**config.mk**
```make
export PLATFORM = sky130hd
export DESIGN_NAME = pwm_bank
export DESIGN_NICKNAME = d
export VERILOG_FILES = /design/src/rtl/pwm_bank_pkg.sv /design/src/rtl/pwm_bank_regs.sv /design/src/rtl/pwm_bank_chan.sv /design/src/rtl/pwm_bank.sv
export SDC_FILE = /design/constraint.sdc
export NUM_CORES = 2
export LEC_CHECK = 0
export ABC_AREA = 1
export BUFFER_PORTS_ARGS = -buffer_cell sky130_fd_sc_hd__buf_2
export CORE_MARGIN = 8
export CORE_UTILIZATION = 55
export DETAILED_ROUTE_END_ITERATION = 8
export PLACE_DENSITY = 0.71
export SLEW_MARGIN = 5
export SYNTH_ARGS = -nofsm -noshare
export SYNTH_HDL_FRONTEND = slang
export SYNTH_HIERARCHICAL = 1
export SYNTH_SLANG_ARGS = --single-unit
```
**constraint.sdc**
```tcl
create_clock -name clk -period 3.8 [get_ports clk]
set_clock_uncertainty 0.2 [all_clocks]
set_input_delay 0.57 -clock clk [delete_from_list [all_inputs] [get_ports clk]]
set_output_delay 0.57 -clock clk [all_outputs]
set_load 0.1 [all_outputs]
```
**src/rtl/pwm_bank_pkg.sv**
```systemverilog
package pwm_bank_pkg;
  localparam int BUS_W = 32;
  localparam int WIN_SHIFT = 5;
  localparam logic [2:0] WORD_PERIOD = 3'd0;
  localparam logic [2:0] WORD_HIGH   = 3'd1;
  localparam logic [2:0] WORD_BURST  = 3'd2;
  localparam logic [2:0] WORD_CTRL   = 3'd3;

  typedef struct packed {
    logic commit;
    logic run;
    logic keep;
    logic invert;
  } chanCtl_t;
endpackage

```
**src/rtl/pwm_bank_regs.sv**
```systemverilog
module pwm_bank_regs
  import pwm_bank_pkg::*;
#(
  parameter int NUM_CH = 4,
  parameter int CNT_W = 32,
  localparam int CH_W = $clog2(NUM_CH),
  localparam int ADDR_W = CH_W + WIN_SHIFT
) (
  input  logic              clk,
  input  logic              rstN,
  input  logic              busWrEn,
  input  logic [ADDR_W-1:0] busAddr,
  input  logic [BUS_W-1:0]  busWdata,
  output logic [BUS_W-1:0]  busRdata,
  input  logic [NUM_CH-1:0] doneIn,
  output chanCtl_t          ctlOut [NUM_CH],
  output logic [CNT_W-1:0]  shPeriod [NUM_CH],
  output logic [CNT_W-1:0]  shHigh [NUM_CH],
  output logic [CNT_W-1:0]  shBurst [NUM_CH]
);
  logic [CH_W-1:0] chSel;
  logic [2:0] wordSel;
  logic alignOk;
  logic [NUM_CH-1:0] enR, invR, keepR, ctrlHit;
  logic [CNT_W-1:0] periodR [NUM_CH];
  logic [CNT_W-1:0] highR [NUM_CH];
  logic [CNT_W-1:0] burstR [NUM_CH];

  assign chSel   = busAddr[ADDR_W-1:WIN_SHIFT];
  assign wordSel = busAddr[4:2];
  assign alignOk = (busAddr[1:0] == 2'b00);

  always_ff @(posedge clk or negedge rstN) begin
    if (!rstN) begin
      enR <= '0;
      invR <= '0;
      keepR <= '0;
      for (int i = 0; i < NUM_CH; i++) begin
        periodR[i] <= '0;
        highR[i] <= '0;
        burstR[i] <= '0;
      end
    end else begin
      for (int i = 0; i < NUM_CH; i++) begin
        if (busWrEn && alignOk && chSel == CH_W'(i)) begin
          if (wordSel == WORD_PERIOD) periodR[i] <= busWdata[CNT_W-1:0];
          if (wordSel == WORD_HIGH)   highR[i]   <= busWdata[CNT_W-1:0];
          if (wordSel == WORD_BURST)  burstR[i]  <= busWdata[CNT_W-1:0];
        end
        if (ctrlHit[i]) begin
          enR[i]   <= busWdata[0];
          invR[i]  <= busWdata[1];
          keepR[i] <= busWdata[2];
        end else if (doneIn[i]) begin
          enR[i] <= 1'b0;
        end
      end
    end
  end

  for (genvar c = 0; c < NUM_CH; c++) begin : g_ctl
    assign ctrlHit[c] = busWrEn && alignOk && chSel == CH_W'(c) && wordSel == WORD_CTRL;
    assign ctlOut[c].commit = ctrlHit[c] && busWdata[0];
    assign ctlOut[c].run    = enR[c];
    assign ctlOut[c].keep   = keepR[c];
    assign ctlOut[c].invert = invR[c];
    assign shPeriod[c] = periodR[c];
    assign shHigh[c]   = highR[c];
    assign shBurst[c]  = burstR[c];

    AST_DONE_CLEARS_EN: assert property (@(posedge clk) disable iff (!rstN)
      (doneIn[c] && !ctrlHit[c]) |=> !enR[c]);
  end

  always_comb begin
    busRdata = '0;
    if (alignOk) begin
      unique case (wordSel)
        WORD_PERIOD: busRdata = BUS_W'(periodR[chSel]);
        WORD_HIGH:   busRdata = BUS_W'(highR[chSel]);
        WORD_BURST:  busRdata = BUS_W'(burstR[chSel]);
        WORD_CTRL:   busRdata = BUS_W'({keepR[chSel], invR[chSel], enR[chSel]});
        default:     busRdata = '0;
      endcase
    end
  end
endmodule

```
**src/rtl/pwm_bank_chan.sv**
```systemverilog
module pwm_bank_chan
  import pwm_bank_pkg::*;
#(
  parameter int CNT_W = 32
) (
  input  logic             clk,
  input  logic             rstN,
  input  chanCtl_t         ctl,
  input  logic [CNT_W-1:0] shPeriod,
  input  logic [CNT_W-1:0] shHigh,
  input  logic [CNT_W-1:0] shBurst,
  output logic             pwmOut,
  output logic             doneOut
);
  logic [CNT_W-1:0] cnt, actPeriod, actHigh, left;
  logic lastTick;

  assign lastTick = ({1'b0, cnt} + 1'b1) >= {1'b0, actPeriod};
  assign doneOut  = ctl.run && lastTick && !ctl.keep && (left <= CNT_W'(1));
  assign pwmOut   = ctl.invert ^ (ctl.run && (cnt < actHigh));

  always_ff @(posedge clk or negedge rstN) begin
    if (!rstN) begin
      cnt <= '0;
      actPeriod <= '0;
      actHigh <= '0;
      left <= '0;
    end else if (ctl.commit) begin
      cnt <= '0;
      actPeriod <= shPeriod;
      actHigh <= shHigh;
      left <= shBurst;
    end else if (!ctl.run) begin
      cnt <= '0;
    end else if (lastTick) begin
      cnt <= '0;
      if (!ctl.keep && left > CNT_W'(1)) left <= left - 1'b1;
    end else begin
      cnt <= cnt + 1'b1;
    end
  end

  AST_IDLE_HELD: assert property (@(posedge clk) disable iff (!rstN)
    !ctl.run |=> cnt == '0);
  AST_CNT_RANGE: assert property (@(posedge clk) disable iff (!rstN)
    (cnt == '0) || (cnt < actPeriod));
  AST_SHADOW_HOLD: assert property (@(posedge clk) disable iff (!rstN)
    !ctl.commit |=> ($stable(actPeriod) && $stable(actHigh)));
  AST_COMMIT_FRESH: assert property (@(posedge clk) disable iff (!rstN)
    ctl.commit |=> cnt == '0);
endmodule

```
**src/rtl/pwm_bank.sv**
```systemverilog
module pwm_bank
  import pwm_bank_pkg::*;
#(
  parameter int NUM_CH = 4,
  parameter int CNT_W = 32,
  localparam int ADDR_W = $clog2(NUM_CH) + WIN_SHIFT
) (
  input  logic              clk,
  input  logic              rstN,
  input  logic              busWrEn,
  input  logic [ADDR_W-1:0] busAddr,
  input  logic [31:0]       busWdata,
  output logic [31:0]       busRdata,
  output logic [NUM_CH-1:0] pwmOut
);
  chanCtl_t ctl [NUM_CH];
  logic [CNT_W-1:0] shPeriod [NUM_CH];
  logic [CNT_W-1:0] shHigh [NUM_CH];
  logic [CNT_W-1:0] shBurst [NUM_CH];
  logic [NUM_CH-1:0] done;

  initial begin
    assert (NUM_CH == 2 || NUM_CH == 4 || NUM_CH == 8);
    assert (CNT_W >= 2 && CNT_W <= BUS_W);
  end

  pwm_bank_regs #(.NUM_CH(NUM_CH), .CNT_W(CNT_W)) i_regs (
    .clk(clk), .rstN(rstN), .busWrEn(busWrEn), .busAddr(busAddr),
    .busWdata(busWdata), .busRdata(busRdata), .doneIn(done),
    .ctlOut(ctl), .shPeriod(shPeriod), .shHigh(shHigh), .shBurst(shBurst)
  );

  for (genvar c = 0; c < NUM_CH; c++) begin : g_ch
    pwm_bank_chan #(.CNT_W(CNT_W)) i_chan (
      .clk(clk), .rstN(rstN), .ctl(ctl[c]), .shPeriod(shPeriod[c]),
      .shHigh(shHigh[c]), .shBurst(shBurst[c]), .pwmOut(pwmOut[c]),
      .doneOut(done[c])
    );
  end
endmodule

```
==> After elaboration in Yosys (flattened, before gate mapping) <==
Cells that the tools add are included.
W data, S select, Z words.
{ "word_totals": {"ff_bits": 908, "input_bits": 42, "elab_cells": 206} }
{ "classes": {"n_addsub": 12, "magnitude_cmp": 18, "eq_ne": 6, "muxes": 53, "bitwise_logic": 5, "reduce_logical": 72} }
{ "ops": {"columns": ["operator", "count"], "rows": [
  ["$mux W32", 35],
  ["$bmux W32 S2", 3],
  ["$add A32 B1 Y33 const B", 4],
  ["$ge A33 B32 Y1", 4],
  ["$add A32 B1 Y32 const B", 4],
  ["$gt A32 B1 Y1 const B", 4],
  ["$le A32 B1 Y1 const B", 4],
  ["$lt A32 B32 Y1", 4],
  ["$pmux W32 S4", 1],
  ["$sub A32 B1 Y32 const B", 4],
  ["$logic_and A1 B1 Y1", 33],
  ["$reduce_bool A2 Y1", 16],
  ["$reduce_and A2 Y1", 12],
  ["$reduce_and A3 Y1", 4],
  ["$mux W1", 11],
  ["$bmux W1 S2", 3],
  ["$eq A3 B2 Y1 const B", 2],
  ["$eq A2 B2 Y1 const B", 2],
  ["$logic_not A1 Y1", 4],
  ["$logic_not A2 Y1", 2],
  ["$xor A1 B1 Y1", 4],
  ["$eq A3 B1 Y1 const B", 1],
  ["$ge A3 B3 Y1 const B", 1],
  ["$logic_not A3 Y1", 1],
  ["other kinds (3)", 3]
]} }

==> Logic depth before layout (Yosys ltp) <==
{ "logic_depth": {"word_depth": 7, "ltp_mapped": 24, "ltp_nobuf": 24} }

==> By module <==
Netlist, hierarchy kept.
{ "by_module_without_submodules": {"columns": ["mod", "n_inst", "cells_each", "area_each_um2", "seq_area_each_um2"], "rows": [
  ["pwm_bank_chan (g_ch[0].i_chan ...)", 3, 1156, 8361.8, 3203.1],
  ["pwm_bank_regs", 1, 2472, 18469.0, 9909.5],
  ["pwm_bank_chan (g_ch[1].i_chan)", 1, 1192, 8602.0, 3203.1]
]} }

==> Worst setup path after synthesis <==
OpenSTA, ideal clock, no wires.
{ "synth_timing": {"path_type": "input -> output", "start": "in busAddr[5]", "end": "out busRdata[0]", "arrival_time_ps": 2702, "path_slack_ps": 328, "path_stages": 11, "path_cell_list": "inv_1 buf_2 clkbuf_1 nand2_1 nand2_1 nand2_1 nand2_1 nand2_1 nand2_1 nor2_1 nor2_1"} }
{ "synth_via": {"elab_chain_len": 6} }
{ "synth_rtl": {"columns": ["element", "line_no", "source"], "rows": [
  ["start, declared", "pwm_bank.sv:11", "input logic [ADDR_W-1:0] busAddr,"],
  ["$not A2 Y3 (not written as such)", "pwm_bank_regs.sv:79, pwm_bank_regs.sv:80, pwm_bank_regs.sv:81", null],
  ["$bmux W32 S2 (on tied branches)", "pwm_bank_regs.sv:81, pwm_bank_regs.sv:79, pwm_bank_regs.sv:80", null],
  ["$mux W32 (on tied branches) (2 in series)", "pwm_bank_regs.sv:81, pwm_bank_regs.sv:79, pwm_bank_regs.sv:80", null],
  ["$pmux W32 S4 (*)", "pwm_bank_regs.sv:78", "unique case (wordSel)"],
  ["$mux W32 (*)", "pwm_bank_regs.sv:77", "if (alignOk) begin"],
  ["end, declared", "pwm_bank.sv:13", "output logic [31:0] busRdata,"]
]} }
Mark *: on every way between the ends. The rest lies on a longest branch, timed or not. The select of a mux whose other input is x is not followed.

==> Worst setup path in the final report <==
{ "layout_timing": {"start": "reg g_ch[2].i_chan.cnt[1]", "end": "reg g_ch[2].i_chan.left[16]"} }
{ "layout_via": {"elab_chain_len": 4} }
{ "layout_rtl": {"columns": ["element", "line_no", "source"], "rows": [
  ["start, declared", "pwm_bank_chan.sv:15", "logic [CNT_W-1:0] cnt, actPeriod, actHigh, left;"],
  ["start signal, assigned", "pwm_bank_chan.sv:39", "cnt <= cnt + 1'b1;"],
  ["$add A32 B1 Y33", "pwm_bank_chan.sv:18", "assign lastTick = ({1'b0, cnt} + 1'b1) >= {1'b0, actPeriod};"],
  ["$ge A33 B32 Y1", "pwm_bank_chan.sv:18", null],
  ["$reduce_bool A2 Y1 (no source line)", null, null],
  ["$reduce_and A3 Y1 (no source line)", null, null],
  ["end signal, assigned", "pwm_bank_chan.sv:32", "left <= shBurst;"],
  ["end signal, assigned", "pwm_bank_chan.sv:37", "if (!ctl.keep && left > CNT_W'(1)) left <= left - 1'b1;"],
  ["end, declared", "pwm_bank_chan.sv:15", null]
]} }
No other way between the ends.
A chain may end at the register's enable or synchronous reset.

==> qor.csv <==
stage,metric,value,unit
sta,final hold vios,0,
routing,# DRC,3,
die,die area,104900,um2
logic_synthesis,Post-Synthesis Cell Area,52160,um2
placement,placed wire-length estimate,128900,um
logic_synthesis,YS warnings,6,
sta,Final WS setup,0.001958,ns
placement,pre-CTS WS,0.02387,ns
routing,drt via density,5.763,
finish,synth-to-layout area growth,14.02,%
finish,share of layout cells above drive strength 1,9.356,%
die,Core Rows,113,
job,MaxCap Viol Count,0,
clock_network,Clock Latency Late Sink,0.69,ns
finish,register area,22740,um2
logic_synthesis,post-synth top area cell,dfrtp_1,
critical_path,Critical Path End Type,register,
critical_path,Worst EP arrival,4.21,ns
global_routing,largest net degree at the start of global routing,171,
die,Starting Density,55.22,%
global_routing,first-pass GRT wire length,272300,um
logic_synthesis,"FF+latch count, synth",908,
finish,fin nets,7425,
die,core area,94450,um2
critical_path,critical path launch point type,register,
logic_synthesis,Post-synth top cells,"2631 x nand2_1, 908 x dfrtp_1, 730 x o21ai_0",
finish,Final Util,62.97,%
logic_synthesis,share of flip-flops with an asynchronous set or reset,100.0,%
sta,unrepaired setup endpoints after global routing,yes,
critical_path,R2R cell count,21,
clock_network,root buffer cell,clkbuf_16,
routing,via count,48880,
finish,final cell count without fillers,8483,
placement,PortBufs,77,
placement,routability-driven placement congestion ratio,0.9659,
global_routing,vias in the first global route,44940,
clock_network,number of buffers created by CTS,100,
power,Leakage,30.46,nW
finish,final instance area,59470,um2
status,status,"finished, violations left",
clock_network,CTS Buffer Depth,3,
placement,placed cell count,8236,
power,peak supply drop,0.4177,mV
critical_path,crit path kind,register to register,
placement,Post-DP Area,54360,um2
die,Die Wd,323.9,um
finish,Multi-input gate area,26310,um2
logic_synthesis,sequential-to-total area share from yosys stat,43.56,%
clock_network,CTS tree,yes,
power,Power Density,401.8,nW/um2
clock_network,clock-pin slew on the worst setup and hold paths,0.06,ns
critical_path,largest fanout on the critical path,8,
routing,DRT Pass-1 Iters,9,
logic_synthesis,"count leader, synth",nand2_1,
sta,endpoints failing setup,0,
clock_network,H-tree depth,3,
sta,Max Freq,263.3,MHz
finish,fillcell total,8434,
die,die height,323.9,um
logic_synthesis,Synthesized Nets,7438,
sta,Rel. slew slack,22.68,%
global_routing,total congestion overflow,0,
sta,Tcrit/Tclk final,99.95,%
die,# IOs,78,
global_routing,GRT Total Usage,33.83,%
routing,Wirelength per Cell,21.47,um
critical_path,CP required,4.21,ns
sta,worst slew pin tran,1.158,ns
routing,ANT nets after route,0,
logic_synthesis,number of synthesized flops with an enable pin,0,
sta,Period minus WS final,3.798,ns
critical_path,worst reg2reg setup slack,0.002,ns
logic_synthesis,synth unique cells,47,
routing,Routed WL,182100,um
logic_synthesis,Mapped Cells,7132,
hold_path,Worst Hold Class,primary input to async pin,
logic_synthesis,Synth area leaders,"dfrtp_1 44%, nand2_1 19%, o21ai_0 7.0%, ha_1 6.3%, inv_1 4.9%",
logic_synthesis,area share of the largest cell type after synthesis,43.56,%
critical_path,r2r startpoint,g_ch[2].i_chan/cnt[1],
logic_synthesis,"Top FF cell, synth",dfrtp_1,
clock_network,clock sinks,908,
sta,final slew viol count,0,
critical_path,reg2reg end,g_ch[2].i_chan/left[16],
global_routing,initial antenna violation count,11,
status,failing checks,DRC,
logic_synthesis,syn avg cell area,7.313,um2
routing,DR iter-0 viols,6638,
[per-layer routing]
layer	GRT usage (%)	routed length (um)	vias up
met5	0	56	-
met4	14.70	9085	8
met3	7.850	20530	380
met2	48.78	76370	2491
met1	48.57	76060	23330
li1	-	-	22680
[what timing repair did]
item,CTS,global route
endpoints found under the hold margin,42,0
hold buffers,1,0
pin swaps,0,63
setup buffers,0,35
resized for setup,1,212
setup endpoints to repair,2,261
gates cloned,0,10
[per-stage QoR]
stage | hold slack [ns] | TNS (ns) | total power, mW
2_1_floorplan | 0.07441 | 0 | 11.88
3_3_place_gp | 0.2769 | 0 | 12.91
3_5_place_dp | 0.2898 | 0 | 12.98
4_1_cts | 0.2935 | 0 | 23.90
5_1_grt | 0.3165 | -8.869 | 24.63
6_report | 0.2903 | 0 | 23.89
[power by group]
group	internal, mW	total [mW]	switching (mW)
logic	0.581	2.16	1.58
clock network	6.75	11.0	4.22
registers	10.2	10.8	0.516
total	17.6	23.9	6.32
[registers in the layout, indices dropped and copies added (netlist names)]
signal and cells:
g_ch.i_chan/cnt 128, i_regs/shHigh 128, g_ch.i_chan/actHigh 128, i_regs/enR 4
i_regs/keepR 4, i_regs/invR 4, g_ch.i_chan/actPeriod 128, i_regs/shPeriod 128
i_regs/shBurst 128, g_ch.i_chan/left 128
[layout make-up]
cell class	instances	area share (%)
clock inverters	47	1.336
diodes	14	0.05891
clock buffers	140	4.934
well taps	1265	2.662
repair buffers	219	4.185
flip-flops and latches	908	38.24
multi-input cells	5202	44.24
inverters	688	4.353
[how the worst max path moves through the flow]
stage,slack [ns],startpoint,to
after global placement,0.15,g_ch[2].i_chan/cnt[4],g_ch[2].i_chan/left[18]
after CTS,0.01,g_ch[2].i_chan/cnt[0],g_ch[2].i_chan/left[21]
after floorplan,0.33,busAddr[5],busRdata[0]
after detailed placement,0.02,g_ch[2].i_chan/cnt[0],g_ch[2].i_chan/left[24]
after global routing,-0.15,g_ch[0].i_chan/cnt[0],g_ch[0].i_chan/left[22]
final,0.002,g_ch[2].i_chan/cnt[1],g_ch[2].i_chan/left[16]
[kinds of logic after synthesis]
family	count (synthesis)	share of synthesized area [%]
XOR/XNOR	146	2.452
adder cells (fa/ha/maj)	264	6.333
buffers and inverters	1022	7.595
flip-flops	908	43.56
AND/OR/NAND/NOR	3843	30.64
AO/OA/AOI/OAI	949	9.413
[placed cells by master (no fill, tap or decap), types with 48 or more instances in the layout]
cell | Yosys | routed
buf_4 | 12 | 98
dfrtp_1 | 908 | 895
o21ai_0 | 730 | 730
clkbuf_16 | 0 | 108
nor2_1 | 539 | 504
nand3_1 | 281 | 277
nand2_2 | 27 | 71
nor2_2 | 40 | 48
ha_1 | 264 | 253
buf_12 | 0 | 63
xor2_1 | 104 | 100
inv_1 | 682 | 679
nand4_1 | 183 | 183
a21oi_1 | 120 | 115
nand2_1 | 2631 | 2566
[worst max-delay path, cell delays in order, from the launching register on]
cell,delay [ns]
dfrtp_1,0.41
ha_2,0.22
nand2_2,0.09
nor2_4,0.16
nand2_4,0.09
nor2_4,0.12
nand2_2,0.09
nor3_4,0.28
nand2_1,0.11
xor2_1,0.17
inv_1,0.10
ha_4,0.26
nand2_1,0.08
a21oi_1,0.09
o21ai_0,0.17
nand4_1,0.19
nor2_4,0.22
nand3_4,0.18
nand3_4,0.21
clkbuf_16,0.19
nand2_1,0.05
nand2_1,0.06
Power figures use the tool's default switching activity.
